$ cat config.mk
export PLATFORM = sky130hd
export DESIGN_NAME = rx_alarm_irq_bank
export DESIGN_NICKNAME = d
export VERILOG_FILES = /design/src/rtl/rxirq_pkg.sv /design/src/rtl/rxirq_bus_dec.sv /design/src/rtl/rxirq_evt_latch.sv /design/src/rtl/rxirq_err_cnt.sv /design/src/rtl/rxirq_rd_mux.sv /design/src/rtl/rx_alarm_irq_bank.sv
export SDC_FILE = /design/constraint.sdc
export NUM_CORES = 1
export LEC_CHECK = 0
export ABC_AREA = 1
export BUFFER_PORTS_ARGS = -buffer_cell sky130_fd_sc_hd__buf_2
export CORE_UTILIZATION = 60
export DETAILED_ROUTE_END_ITERATION = 8
export PLACE_DENSITY = 0.81
export SLEW_MARGIN = 25
export SYNTH_ARGS = -nofsm -noshare
export SYNTH_HDL_FRONTEND = slang
export SYNTH_HIERARCHICAL = 1
export SYNTH_SLANG_ARGS = --single-unit
$ cat constraint.sdc
create_clock -name clk -period 3.8 [get_ports clk]
set_input_delay 0.19 -clock clk [delete_from_list [all_inputs] [get_ports clk]]
set_output_delay 0.19 -clock clk [all_outputs]
set_load 0.05 [all_outputs]
$ cat src/rtl/rxirq_pkg.sv
package rxirq_pkg;
  // Source positions inside the enable and status bytes
  typedef enum int unsigned {
    SRC_PBIT_ERR   = 0,
    SRC_OUT_FRAME  = 1,
    SRC_ID_CHANGE  = 2,
    SRC_FAR_FAIL   = 3,
    SRC_IDLE       = 4,
    SRC_ALARM_IND  = 5,
    SRC_SIG_LOSS   = 6,
    SRC_CBIT_ERR   = 7
  } src_idx_e;

  localparam logic [7:0] ADDR_ENABLE  = 8'h12;
  localparam logic [7:0] ADDR_STATUS  = 8'h13;
  localparam logic [7:0] ADDR_CNT_HI  = 8'h54;
  localparam logic [7:0] ADDR_CNT_LO  = 8'h55;

  // Decoded bus strobes
  typedef struct packed {
    logic wr_enable;
    logic rd_enable;
    logic rd_status;
    logic rd_cnt_hi;
    logic rd_cnt_lo;
    logic rd_any;
  } bus_dec_t;
endpackage

$ cat src/rtl/rxirq_bus_dec.sv
module rxirq_bus_dec #(
  parameter int unsigned ADDR_W  = 8,
  parameter logic [ADDR_W-1:0] A_EN  = ADDR_W'(8'h12),
  parameter logic [ADDR_W-1:0] A_ST  = ADDR_W'(8'h13),
  parameter logic [ADDR_W-1:0] A_CHI = ADDR_W'(8'h54),
  parameter logic [ADDR_W-1:0] A_CLO = ADDR_W'(8'h55)
) (
  input  logic [ADDR_W-1:0]   addr,
  input  logic                rd,
  input  logic                wr,
  output rxirq_pkg::bus_dec_t dec
);
  always_comb begin
    dec.wr_enable = wr && (addr == A_EN);
    dec.rd_enable = rd && (addr == A_EN);
    dec.rd_status = rd && (addr == A_ST);
    dec.rd_cnt_hi = rd && (addr == A_CHI);
    dec.rd_cnt_lo = rd && (addr == A_CLO);
    dec.rd_any    = rd;
  end
endmodule

$ cat src/rtl/rxirq_evt_latch.sv
module rxirq_evt_latch #(
  parameter int unsigned SRC_N = 8
) (
  input  logic             clk,
  input  logic             rst_n,
  input  logic [SRC_N-1:0] evt,
  input  logic [SRC_N-1:0] en,
  input  logic             rd_clr,
  output logic [SRC_N-1:0] stat_q,
  output logic             irq
);
  logic [SRC_N-1:0] pend;

  for (genvar k = 0; k < SRC_N; k++) begin : g_bit
    // A read empties the bit, but an enabled event in the same cycle wins
    always_ff @(posedge clk) begin
      if (!rst_n) begin
        stat_q[k] <= 1'b0;
      end else if (evt[k] && en[k]) begin
        stat_q[k] <= 1'b1;
      end else if (rd_clr) begin
        stat_q[k] <= 1'b0;
      end
    end
    assign pend[k] = stat_q[k] & en[k];
  end

  assign irq = |pend;
endmodule

$ cat src/rtl/rxirq_err_cnt.sv
module rxirq_err_cnt #(
  parameter int unsigned BYTE_W = 8,
  localparam int unsigned CNT_W = 2 * BYTE_W
) (
  input  logic              clk,
  input  logic              rst_n,
  input  logic              inc,
  input  logic              snap,
  input  logic              clr,
  output logic [CNT_W-1:0]  cnt_q,
  output logic [BYTE_W-1:0] lo_snap_q
);
  localparam logic [CNT_W-1:0] CNT_MAX = {CNT_W{1'b1}};
  localparam logic [CNT_W-1:0] CNT_ONE = CNT_W'(1);

  always_ff @(posedge clk) begin
    if (!rst_n) begin
      cnt_q <= '0;
    end else if (clr) begin
      cnt_q <= inc ? CNT_ONE : '0;
    end else if (inc && (cnt_q != CNT_MAX)) begin
      cnt_q <= cnt_q + CNT_ONE;
    end
  end

  always_ff @(posedge clk) begin
    if (!rst_n) begin
      lo_snap_q <= '0;
    end else if (snap) begin
      lo_snap_q <= cnt_q[BYTE_W-1:0];
    end
  end
endmodule

$ cat src/rtl/rxirq_rd_mux.sv
module rxirq_rd_mux #(
  parameter int unsigned DATA_W = 8
) (
  input  logic                clk,
  input  logic                rst_n,
  input  rxirq_pkg::bus_dec_t dec,
  input  logic [DATA_W-1:0]   en_q,
  input  logic [DATA_W-1:0]   stat_q,
  input  logic [DATA_W-1:0]   cnt_hi,
  input  logic [DATA_W-1:0]   cnt_lo_snap,
  output logic [DATA_W-1:0]   rdata_q
);
  logic [DATA_W-1:0] sel;

  always_comb begin
    sel = '0;
    if (dec.rd_enable) sel = en_q;
    if (dec.rd_status) sel = stat_q;
    if (dec.rd_cnt_hi) sel = cnt_hi;
    if (dec.rd_cnt_lo) sel = cnt_lo_snap;
  end

  always_ff @(posedge clk) begin
    if (!rst_n) begin
      rdata_q <= '0;
    end else if (dec.rd_any) begin
      rdata_q <= sel;
    end
  end
endmodule

$ cat src/rtl/rx_alarm_irq_bank.sv
module rx_alarm_irq_bank #(
  parameter int unsigned ADDR_W = 8,
  parameter int unsigned DATA_W = 8,
  localparam int unsigned SRC_N = DATA_W,
  localparam int unsigned CNT_W = 2 * DATA_W
) (
  input  logic              clk,
  input  logic              rst_n,
  input  logic [SRC_N-1:0]  evt_i,
  input  logic [ADDR_W-1:0] bus_addr,
  input  logic              bus_rd,
  input  logic              bus_wr,
  input  logic [DATA_W-1:0] bus_wdata,
  output logic [DATA_W-1:0] bus_rdata,
  output logic              irq_o
);
  import rxirq_pkg::*;

  bus_dec_t          dec;
  logic [SRC_N-1:0]  en_q;
  logic [SRC_N-1:0]  stat_q;
  logic [CNT_W-1:0]  cnt_q;
  logic [DATA_W-1:0] lo_snap_q;

  rxirq_bus_dec #(
    .ADDR_W(ADDR_W),
    .A_EN  (ADDR_W'(ADDR_ENABLE)),
    .A_ST  (ADDR_W'(ADDR_STATUS)),
    .A_CHI (ADDR_W'(ADDR_CNT_HI)),
    .A_CLO (ADDR_W'(ADDR_CNT_LO))
  ) u_dec (
    .addr(bus_addr),
    .rd  (bus_rd),
    .wr  (bus_wr),
    .dec (dec)
  );

  // Enable register
  always_ff @(posedge clk) begin
    if (!rst_n) begin
      en_q <= '0;
    end else if (dec.wr_enable) begin
      en_q <= bus_wdata;
    end
  end

  rxirq_evt_latch #(.SRC_N(SRC_N)) u_latch (
    .clk   (clk),
    .rst_n (rst_n),
    .evt   (evt_i),
    .en    (en_q),
    .rd_clr(dec.rd_status),
    .stat_q(stat_q),
    .irq   (irq_o)
  );

  rxirq_err_cnt #(.BYTE_W(DATA_W)) u_cnt (
    .clk      (clk),
    .rst_n    (rst_n),
    .inc      (evt_i[SRC_PBIT_ERR]),
    .snap     (dec.rd_cnt_hi),
    .clr      (dec.rd_cnt_lo),
    .cnt_q    (cnt_q),
    .lo_snap_q(lo_snap_q)
  );

  rxirq_rd_mux #(.DATA_W(DATA_W)) u_rd (
    .clk        (clk),
    .rst_n      (rst_n),
    .dec        (dec),
    .en_q       (en_q),
    .stat_q     (stat_q),
    .cnt_hi     (cnt_q[CNT_W-1:DATA_W]),
    .cnt_lo_snap(lo_snap_q),
    .rdata_q    (bus_rdata)
  );
endmodule

==> metrics.md, run 1 <==
| Metric | Value |
|---|---|
| Status | `finished, violations left` |
| Failing checks | `DRC` |
| Max incr delay on CP | `0.49 ns` |
| DP HPWL | `4.617 mm` |
| Final worst slack | `1.682 ns` |
| Min-Delay Path Class | `input pin to register` |
| Fin crit share | `55.75%` |
| Boundary Pins | `37` |
| Num CTS Buffers | `5` |
| Starting Density | `63.29%` |
| Sequential cell area fraction in the yosys report | `34.16%` |
| Hold WS | `0.1359 ns` |
| Core Region | `4444 sq um` |
| TritonCTS clock tree | `built` |
| Worst-path cell chain | `ha_1 -> nand2_1 -> nor2_2 -> nand2_2 -> o21ai_2 -> nand2_2 -> inv_1 -> nand2_1 -> nand2_1 -> inv_1` |
| Worst Skew | `0.004935 ns` |
| Max clock buf depth | `2` |
| Slew @ Worst Pin | `0.9324 ns` |
| # resized after CTS | `0` |
| Avg Inst Size Synth | `6.392 sq um` |
| Power Density | `312.2 nW/um^2` |
| First-pass DRT Iterations | `7` |
| Largest net degree at the start of global routing | `26` |
| FMAX | `472.1 MHz` |
| Die Y | `70.47 um` |
| Cell count after synthesis | `440` |
| Hold Vio Cnt, Final | `0` |
| Slew Viols, Final | `0` |
| Via density | `5.220` |
| DRC viols | `5` |
| R2r setup slk | `1.68 ns` |
| Sink Count | `48` |
| Cts hold-fix bufs | `0` |
| Vias | `2730` |
| CTS Root Cell | `clkbuf_8` |
| Iter 0 DRT Violations | `164` |
| Static Leak | `1.370 nW` |
| Layout cells sized above 1 | `16.77%` |
| CP dominant cell by count | `nand2_1` |
| Setup Crit Path Kind | `register to register` |
| Post-DRT Antenna Nets | `0` |
| Total grt overflow | `0` |
| Reg clk slew, reported paths | `0.09 ns` |
| Fin cells | `523` |
| First-pass GRT wire length | `10.89 mm` |
| Clk Latency, worst-skew pair | `0.29 ns` |
| Initial antenna violation count | `0` |
| N_diodes | `0` |
| Total global-route track usage | `27.30%` |
| Max-cap violations | `0` |
| Die W | `70.47 um` |
| Cell row count | `24` |
| CP max-delay cell | `o21ai_2` |
| Setup violators final | `0` |
| Critical path required time | `4.00 ns` |
| Critical path startpoint category | `register` |
| GP Congestion | `0.9605` |
| Cells after DPL | `515` |
| Post-synth design cell area | `2813 sq um` |
| Accumulated negative setup slack | `0 ns` |
| Worst vdd ir | `193.1 uV` |
| Total power | `0.9454 mW` |
| CP Capture Type | `register` |
| RSZ-0062 raised after global routing | `no` |
| Seq cells post-synth | `48` |
| WL final | `6.356 mm` |
| H-tree depth | `2` |
| Net Count, Synth | `469` |
| IO Port Bufs | `36` |
| Crit path DAT | `2.32 ns` |
| Slew Limit Headroom | `37.61%` |
| Nets | `499` |
| Area growth, synth to finish | `7.651%` |
| # fillers | `432` |
| WL/cell | `12.15 um` |
| Synth warnings | `6` |
| Crit-path max FO | `12` |
| Post-Place Setup Slack | `1.753 ns` |
| Vias in the first global route | `2509` |
| Die area | `4965 sq um` |
| Setup bufs post-CTS | `0` |
| Cell variety after synth | `28` |
| Minimum clock period | `2.118 ns` |
## layout by cell type (no fill, tap or decap)
cell type	n
nand4_1	5
nand3b_1	1
nand2_2	5
nand3_2	8
nor2_1	61
inv_8	1
inv_1	48
clkinv_1	2
buf_2	36
nand3_1	27
bufinv_16	1
ha_1	1
o21bai_1	1
nor2_4	1
clkbuf_1	1
a21oi_2	10
nor2_2	3
o21ai_2	1
clkbuf_8	5
nand2_1	146
dfxtp_1	48
xor2_1	4
inv_4	1
buf_4	2
clkinv_2	1
inv_2	4
a21oi_1	34
o21ai_0	13
## critical path: cells and delay by family, from the launching register on
kind | cells | cell delay [ns]
AND/OR/NAND/NOR | 6 | 0.75
buffers and inverters | 2 | 0.16
adder cells (fa/ha/maj) | 1 | 0.22
AO/OA/AOI/OAI | 1 | 0.49
flip-flops | 1 | 0.39
## report_power, final
group | internal, mW | leakage, nW | switching, mW
combinational | 0.0250 | 0.927 | 0.0436
clock | 0.195 | 0.0552 | 0.164
sequential | 0.509 | 0.388 | 0.00833
## kinds of logic (layout without fill, tap and decap cells)
logic type / after synthesis / in the layout / share of synthesized area [%]
buffers and inverters: 71 / 102 / 13.35
xor gates and xnor gates: 4 / 4 / 1.245
and+or+nand+nor: 257 / 257 / 38.75
DFF: 48 / 48 / 34.16
AOI/OAI and AO/OA: 59 / 59 / 12.05
adders and majority gates: 1 / 1 / 0.4448
## stage by stage
step	instance area [sq um]	utilization [%]
finish	3028	68.13
global route	3028	68.13
CTS	3025	68.07
detailed placement	2918	65.65
global placement	2918	65.65
floorplan	2813	-
## synthesized netlist by cell type
library cell	instances	share of area [%]
a21oi_1	34	6.0
a21oi_2	10	3.1
buf_12	2	1.4
buf_2	2	0.36
buf_4	1	0.27
buf_6	5	2.0
buf_8	2	1.1
clkbuf_1	3	0.40
clkinv_1	2	0.27
dfxtp_1	48	34
ha_1	1	0.44
inv_1	48	6.4
inv_2	4	0.53
inv_4	1	0.22
inv_8	1	0.40
nand2_1	146	19
nand2_2	5	1.1
nand3_1	27	4.8
nand3_2	8	2.8
nand3b_1	1	0.27
nand4_1	5	1.1
nor2_1	62	8.3
nor2_2	2	0.44
nor2_4	1	0.40
o21ai_0	13	2.3
o21ai_2	1	0.31
o21bai_1	1	0.27
xor2_1	4	1.2
## worst paths after layout
kind                   start                 to  cells past startpoint
max           u_cnt/cnt_q[1]    u_cnt/cnt_q[10]                     10
min                 evt_i[7]  u_latch/stat_q[7]                      3
max reg2reg   u_cnt/cnt_q[1]    u_cnt/cnt_q[10]                     10
min reg2reg  u_rd/rdata_q[7]    u_rd/rdata_q[7]                      2
## registers in the layout (all words and copies together) (netlist names)
signal / flops
u_rd/rdata_q: 8
u_cnt/cnt_q: 16
u_latch/stat_q: 8
u_cnt/lo_snap_q: 8
en_q: 8
## layer usage
metal,up-vias,track usage [%],share of wire [%],wire length [um]
li1,1420,-,-,-
met1,1226,36.07,48,3076
met2,76,45.85,46,2898
met3,8,4.329,5.0,315
met4,0,7.710,1.0,65
met5,-,0,0,0
## final cells by class
| class | instances | area (sq um) | area share, % |
|---|---|---|---|
| Sequential cell | 48 | 960.9 | 31.74 |
| Clock inverter | 2 | 35.03 | 1.157 |
| Multi-Input combinational cell | 321 | 1479 | 48.84 |
| Tap cell | 52 | 65.06 | 2.149 |
| Clock buffer | 6 | 72.57 | 2.397 |
| Inverter | 56 | 220.2 | 7.273 |
| Timing Repair Buffer | 38 | 195.2 | 6.446 |
Power figures use the tool's default switching activity.
==> inputs of run 2 (changes only) <==
Settings changed: CORE_UTILIZATION 60 to 58, PLACE_DENSITY 0.81 to 0.79.
Clock period 3.8 ns to 2 ns, I/O delays scaled along.
==> metrics.md, run 2 (synthesis results as in run 1) <==
| Metric | Value |
|---|---|
| Max-cap violations | `0 (unchanged)` |
| Crit Reg-Reg Endpoint | `u_cnt/cnt_q[10]` |
| FMAX | `558.9 MHz (+18%)` |
| Num CTS Buffers | `5 (unchanged)` |
| Reg2reg path depth | `10 (unchanged)` |
| Status | `finished clean` |
| Nets | `509 (+2.0%)` |
| Area growth, synth to finish | `10.63%` |
| Total power | `1.835 mW (+94%)` |
| Cts hold-fix bufs | `0 (unchanged)` |
| RSZ-0062 raised after global routing | `no` |
| R2r setup slk | `0.21 ns (-1.47 ns)` |
| Hold Vio Cnt, Final | `0 (unchanged)` |
| Die Y | `71.64 um (+1.7%)` |
| Critical path required time | `2.22 ns (-1.78 ns)` |
| Min-Delay Path Class | `input pin to register` |
| Setup violators final | `0 (unchanged)` |
| Worst Setup EP | `u_cnt/cnt_q[10]` |
| WL final | `6.568 mm (+3.3%)` |
| Die W | `71.64 um (+1.7%)` |
| Total global-route track usage | `27.63% (+0.33 points)` |
| Critical path startpoint category | `register` |
| Max clock buf depth | `2 (unchanged)` |
| Max reg flops | `16 (unchanged)` |
| Minimum clock period | `1.789 ns (-0.3292 ns)` |
| Worst vdd ir | `284.4 uV (+47%)` |
| Starting Density | `62.44% (-0.84 points)` |
| Boundary Pins | `37 (unchanged)` |
| First-pass GRT wire length | `11.23 mm (+3.2%)` |
| Commonest non-fill, non-tap cell in the layout | `nand2_1` |
| N_diodes | `0 (unchanged)` |
| CP Capture Type | `register` |
| TritonCTS clock tree | `built` |
| DP HPWL | `4.937 mm (+6.9%)` |
| Post-Place Setup Slack | `0.2049 ns (-1.548 ns)` |
| Die area | `5132 sq um (+3.4%)` |
| Worst Skew | `0.006543 ns (+0.001608 ns)` |
| Vias | `2809 (+2.9%)` |
| Vias in the first global route | `2551 (+1.7%)` |
| Final worst slack | `0.2109 ns (-1.471 ns)` |
| Accumulated negative setup slack | `0 ns (unchanged)` |
| Worst Setup SP | `u_cnt/cnt_q[1]` |
| Cell row count | `24 (unchanged)` |
| Reg-to-Reg Start | `u_cnt/cnt_q[1]` |
| GP Congestion | `0.9443 (-1.7%)` |
| Post-DP Area | `2993 sq um (+2.6%)` |
| Slew Limit Headroom | `66.15% (+29 points)` |
| CTS Root Cell | `clkbuf_8` |
| Hold Path Depth | `3 (unchanged)` |
| Fin crit share | `89.45% (+34 points)` |
| Clk Latency, worst-skew pair | `0.31 ns (+0.02 ns)` |
| Static Leak | `1.424 nW (+3.9%)` |
| Setup bufs post-CTS | `0 (unchanged)` |
| Core Region | `4504 sq um (+1.4%)` |
| IO Port Bufs | `36 (unchanged)` |
| Via density | `5.270 (+0.96%)` |
| Layout cells sized above 1 | `18.50% (+1.7 points)` |
| Most frequent cells in the layout | `nand2_1 (146), nor2_1 (62), inv_1 (48), dfxtp_1 (48), buf_2 (36)` |
| Sink Count | `48 (unchanged)` |
| Crit path DAT | `2.01 ns (-0.31 ns)` |
| Largest net degree at the start of global routing | `23 (-12%)` |
| DRC viols | `0 (-5)` |
| Setup Crit Path Kind | `register to register` |
| Final core utilization | `69.08% (+0.95 points)` |
| Total grt overflow | `0 (unchanged)` |
| WL/cell | `12.32 um (+1.4%)` |
| Top reg by flops | `u_cnt/cnt_q` |
| Reg clk slew, reported paths | `0.09 ns (about the same)` |
| Initial antenna violation count | `0 (unchanged)` |
| Final instance area | `3112 sq um (+2.8%)` |
| Iter 0 DRT Violations | `201 (+23%)` |
| First-pass DRT Iterations | `7 (unchanged)` |
| Post-DRT Antenna Nets | `0 (unchanged)` |
| Slew @ Worst Pin | `0.5058 ns (-0.4265 ns)` |
| Crit-path max FO | `10 (-2)` |
| Power Density | `589.7 nW/um^2 (+89%)` |
| H-tree depth | `2 (unchanged)` |
| Slew Viols, Final | `0 (unchanged)` |
## run 2: how the worst min path moves through the flow
stage / start / endpoint
after detailed placement: evt_i[4] / u_latch/stat_q[4]
after global routing: evt_i[4] / u_latch/stat_q[4]
after floorplan: rst_n / u_cnt/lo_snap_q[7]
final: evt_i[4] / u_latch/stat_q[4]
after global placement: evt_i[6] / u_latch/stat_q[6]
after CTS: evt_i[4] / u_latch/stat_q[4]
## run 2: power breakdown
group	switching [mW]	internal [mW]
Combinational	0.0885	0.0528
Sequential	0.0129	0.967
Clock	0.344	0.370
## run 2: area by class of cell
| type | count | area, sq um |
|---|---|---|
| inverter | 56 | 220.2 |
| multi-input combinational | 321 | 1484 |
| clock buffer | 5 | 68.82 |
| clock inverter | 3 | 42.54 |
| tap | 52 | 65.06 |
| sequential | 48 | 960.9 |
| timing repair buffer | 48 | 270.3 |
| fill | 415 | 1393 |
## run 2: critical path, stage by stage (launching register included)
cell	delay, ns
dfxtp_1	0.39
ha_1	0.23
nand2_1	0.09
nor2_2	0.15
nand2_2	0.12
o21ai_4	0.25
nand2_2	0.19
inv_1	0.12
nand2_1	0.06
nand2_1	0.05
inv_1	0.03
## run 2: layer usage
metal	share of wire (%)	global-route usage (%)
met1	48	37.30
met2	44	45.18
met5	0	0
met3	7.2	5.204
met4	1.3	7.625
## run 2: metrics by stage
step / hold WS, ns / cells
after floorplan: 0.2384 / 440
after global placement: 0.3527 / 525
after detailed placement: 0.3577 / 525
after CTS: 0.02786 / 533
after global routing: 0.04166 / 533
final: 0.03305 / 533
## run 2: timing repair
item | CTS | global route
hold endpoints to repair | 0 | 0
endpoints found under the setup margin | 0 | 2
resized for setup | 0 | 1
==> inputs of run 3 (changes only) <==
Settings changed: CORE_MARGIN set to 2.
==> metrics.md, run 3 (synthesis results as in run 1) <==
| Metric | Value |
|---|---|
| Crit path DAT | `2.06 ns (+0.05 ns)` |
| WL/cell | `12.30 um (-0.15%)` |
| IO Port Bufs | `36 (unchanged)` |
| Switching share of power | `22.13% (-2.1 points)` |
| N_diodes | `0 (unchanged)` |
| Top reg by flops | `u_cnt/cnt_q` |
| Reg clk slew, reported paths | `0.09 ns (about the same)` |
| Minimum clock period | `1.804 ns (+0.01489 ns)` |
| Boundary Pins | `37 (unchanged)` |
| Post-Place Setup Slack | `0.2836 ns (+0.07869 ns)` |
| Register share of total power | `52.3% (-1.1 points)` |
| Nets | `506 (-0.59%)` |
| Max clock buf depth | `2 (unchanged)` |
| Iter 0 DRT Violations | `161 (-20%)` |
| Worst Skew | `0.006542 ns (-0.000001660 ns)` |
| Critical path startpoint category | `register` |
| Commonest non-fill, non-tap cell in the layout | `nand2_1` |
| WL final | `6.546 mm (-0.33%)` |
| Slew Limit Headroom | `60.84% (-5.3 points)` |
| DRC viols | `0 (unchanged)` |
| Setup bufs post-CTS | `0 (unchanged)` |
| Most frequent cells in the layout | `nand2_1 (146), nor2_1 (62), inv_1 (48), dfxtp_1 (48), buf_2 (36)` |
| Initial antenna violation count | `0 (unchanged)` |
| CTS Root Cell | `clkbuf_8` |
| Internal | `1.459 mW (+5.0%)` |
| TritonCTS clock tree | `built` |
| Sequential Area | `960.9 sq um (unchanged)` |
| FMAX | `554.3 MHz (-0.83%)` |
| # fillers | `444 (+7.0%)` |
| Slew Viols, Final | `0 (unchanged)` |
| RSZ-0062 raised after global routing | `no` |
| Largest net degree at the start of global routing | `23 (unchanged)` |
| Num CTS Buffers | `5 (unchanged)` |
| # resized after CTS | `0 (unchanged)` |
| Crit-path max FO | `11 (+1)` |
| Setup violators final | `0 (unchanged)` |
| Layout cells sized above 1 | `17.99% (-0.51 points)` |
| Vias in the first global route | `2440 (-4.4%)` |
| Max reg flops | `16 (unchanged)` |
| Multi-input gate area | `1476 sq um (-0.51%)` |
| Min-Delay Path Class | `input pin to register` |
| Status | `finished clean` |
| Die Y | `73.64 um (+2.8%)` |
| Hold Vio Cnt, Final | `0 (unchanged)` |
| Fin crit share | `90.20% (+0.74 points)` |
| Accumulated negative setup slack | `0 ns (unchanged)` |
| GP Congestion | `0.9280 (-1.7%)` |
| Clk pwr share | `40.3% (+1.4 points)` |
| Static Leak | `1.417 nW (-0.49%)` |
| First-pass GRT wire length | `11.03 mm (-1.8%)` |
| Critical path required time | `2.25 ns (+0.03 ns)` |
| Total grt overflow | `0 (unchanged)` |
| NetSw | `0.4148 mW (-6.8%)` |
| Vias | `2790 (-0.68%)` |
| Die W | `73.64 um (+2.8%)` |
| Sink Count | `48 (unchanged)` |
| Die area | `5423 sq um (+5.7%)` |
| Cell row count | `25 (+4.2%)` |
| Setup Crit Path Kind | `register to register` |
| First-pass DRT Iterations | `5 (-2)` |
| DP HPWL | `4.924 mm (-0.28%)` |
| Post-DRT Antenna Nets | `0 (unchanged)` |
| Worst vdd ir | `326.2 uV (+15%)` |
| Final worst slack | `0.1960 ns (-0.01489 ns)` |
| Max-cap violations | `0 (unchanged)` |
| Power Density | `604.7 nW/um^2 (+2.6%)` |
| Via density | `5.244 (-0.49%)` |
| Starting Density | `59.95% (-2.5 points)` |
| Cts hold-fix bufs | `0 (unchanged)` |
| Total global-route track usage | `25.85% (-1.8 points)` |
| Combinational fraction of design power | `7.4% (-0.3 points)` |
| Area growth, synth to finish | `10.19%` |
| CP Capture Type | `register` |
| Slew @ Worst Pin | `0.5852 ns (+0.07940 ns)` |
| Core Region | `4692 sq um (+4.2%)` |
| H-tree depth | `2 (unchanged)` |
| Clk Latency, worst-skew pair | `0.30 ns (about the same)` |
-- run 3: cell count changes in the layout (fill, tap and decap cells not counted) --
cell        delta
o21ai_2        +1
clkinv_2       -1
clkinvlp_4     -1
clkbuf_8       +2
o21ai_4        -1
buf_4          -3
-- run 3: final timing paths --
path	endpoint	cells past startpoint	from	slack, ns
setup reg to reg	u_cnt/cnt_q[1]	10	u_cnt/cnt_q[0]	0.20
hold reg to reg	u_rd/rdata_q[6]	2	u_rd/rdata_q[6]	0.48
setup / recovery	u_cnt/cnt_q[1]	10	u_cnt/cnt_q[0]	0.20
hold / removal	u_latch/stat_q[6]	3	evt_i[6]	0.04
-- run 3: worst max-delay path, stage by stage, from the launching register on --
cell and delay, ns:
dfxtp_1 0.39, ha_1 0.23, nand2_1 0.09, nor2_2 0.17, nand2_2 0.12, o21ai_2 0.18, buf_4 0.20, nand2_1 0.12
inv_1 0.13, nand2_1 0.07, nand2_1 0.06
-- run 3: power groups by stage --
stage / sequential [mW] / combinational [mW] / clock (mW)
after CTS: 0.981 / 0.137 / 0.775
after floorplan: 1.00 / 0.0855 / 0
final: 0.981 / 0.139 / 0.755
after global routing: 0.983 / 0.156 / 0.805
after detailed placement: 1.00 / 0.136 / 0
after global placement: 1.00 / 0.135 / 0
-- run 3: stage by stage --
stage / total power [mW] / instance area, sq um / util [%] / hold slack, ns / std cells
finish: 1.874 / 3099 / 66.05 / 0.03999 / 532
global route: 1.944 / 3099 / 66.05 / 0.04851 / 532
CTS: 1.893 / 3099 / 66.05 / 0.03429 / 532
detailed placement: 1.139 / 2973 / 63.36 / 0.3619 / 524
global placement: 1.138 / 2973 / 63.36 / 0.3527 / 524
floorplan: 1.086 / 2813 / - / 0.2384 / 440
-- run 3: layer usage --
layer	track usage (%)	up-vias	share of wire, %
li1	-	1440	-
met1	35.78	1228	47
met2	40.58	108	43
met3	3.841	14	6.8
met4	9.697	0	2.4
met5	0	-	0
-- run 3: final cells by class --
cell class / instances / share of cell area, %
clock buffer: 7 / 3.109
clock inverter: 1 / 0.9689
inverter: 56 / 7.105
multi-input combinational: 321 / 47.64
sequential: 48 / 31.01
tap: 54 / 2.180
timing repair buffer: 45 / 7.994
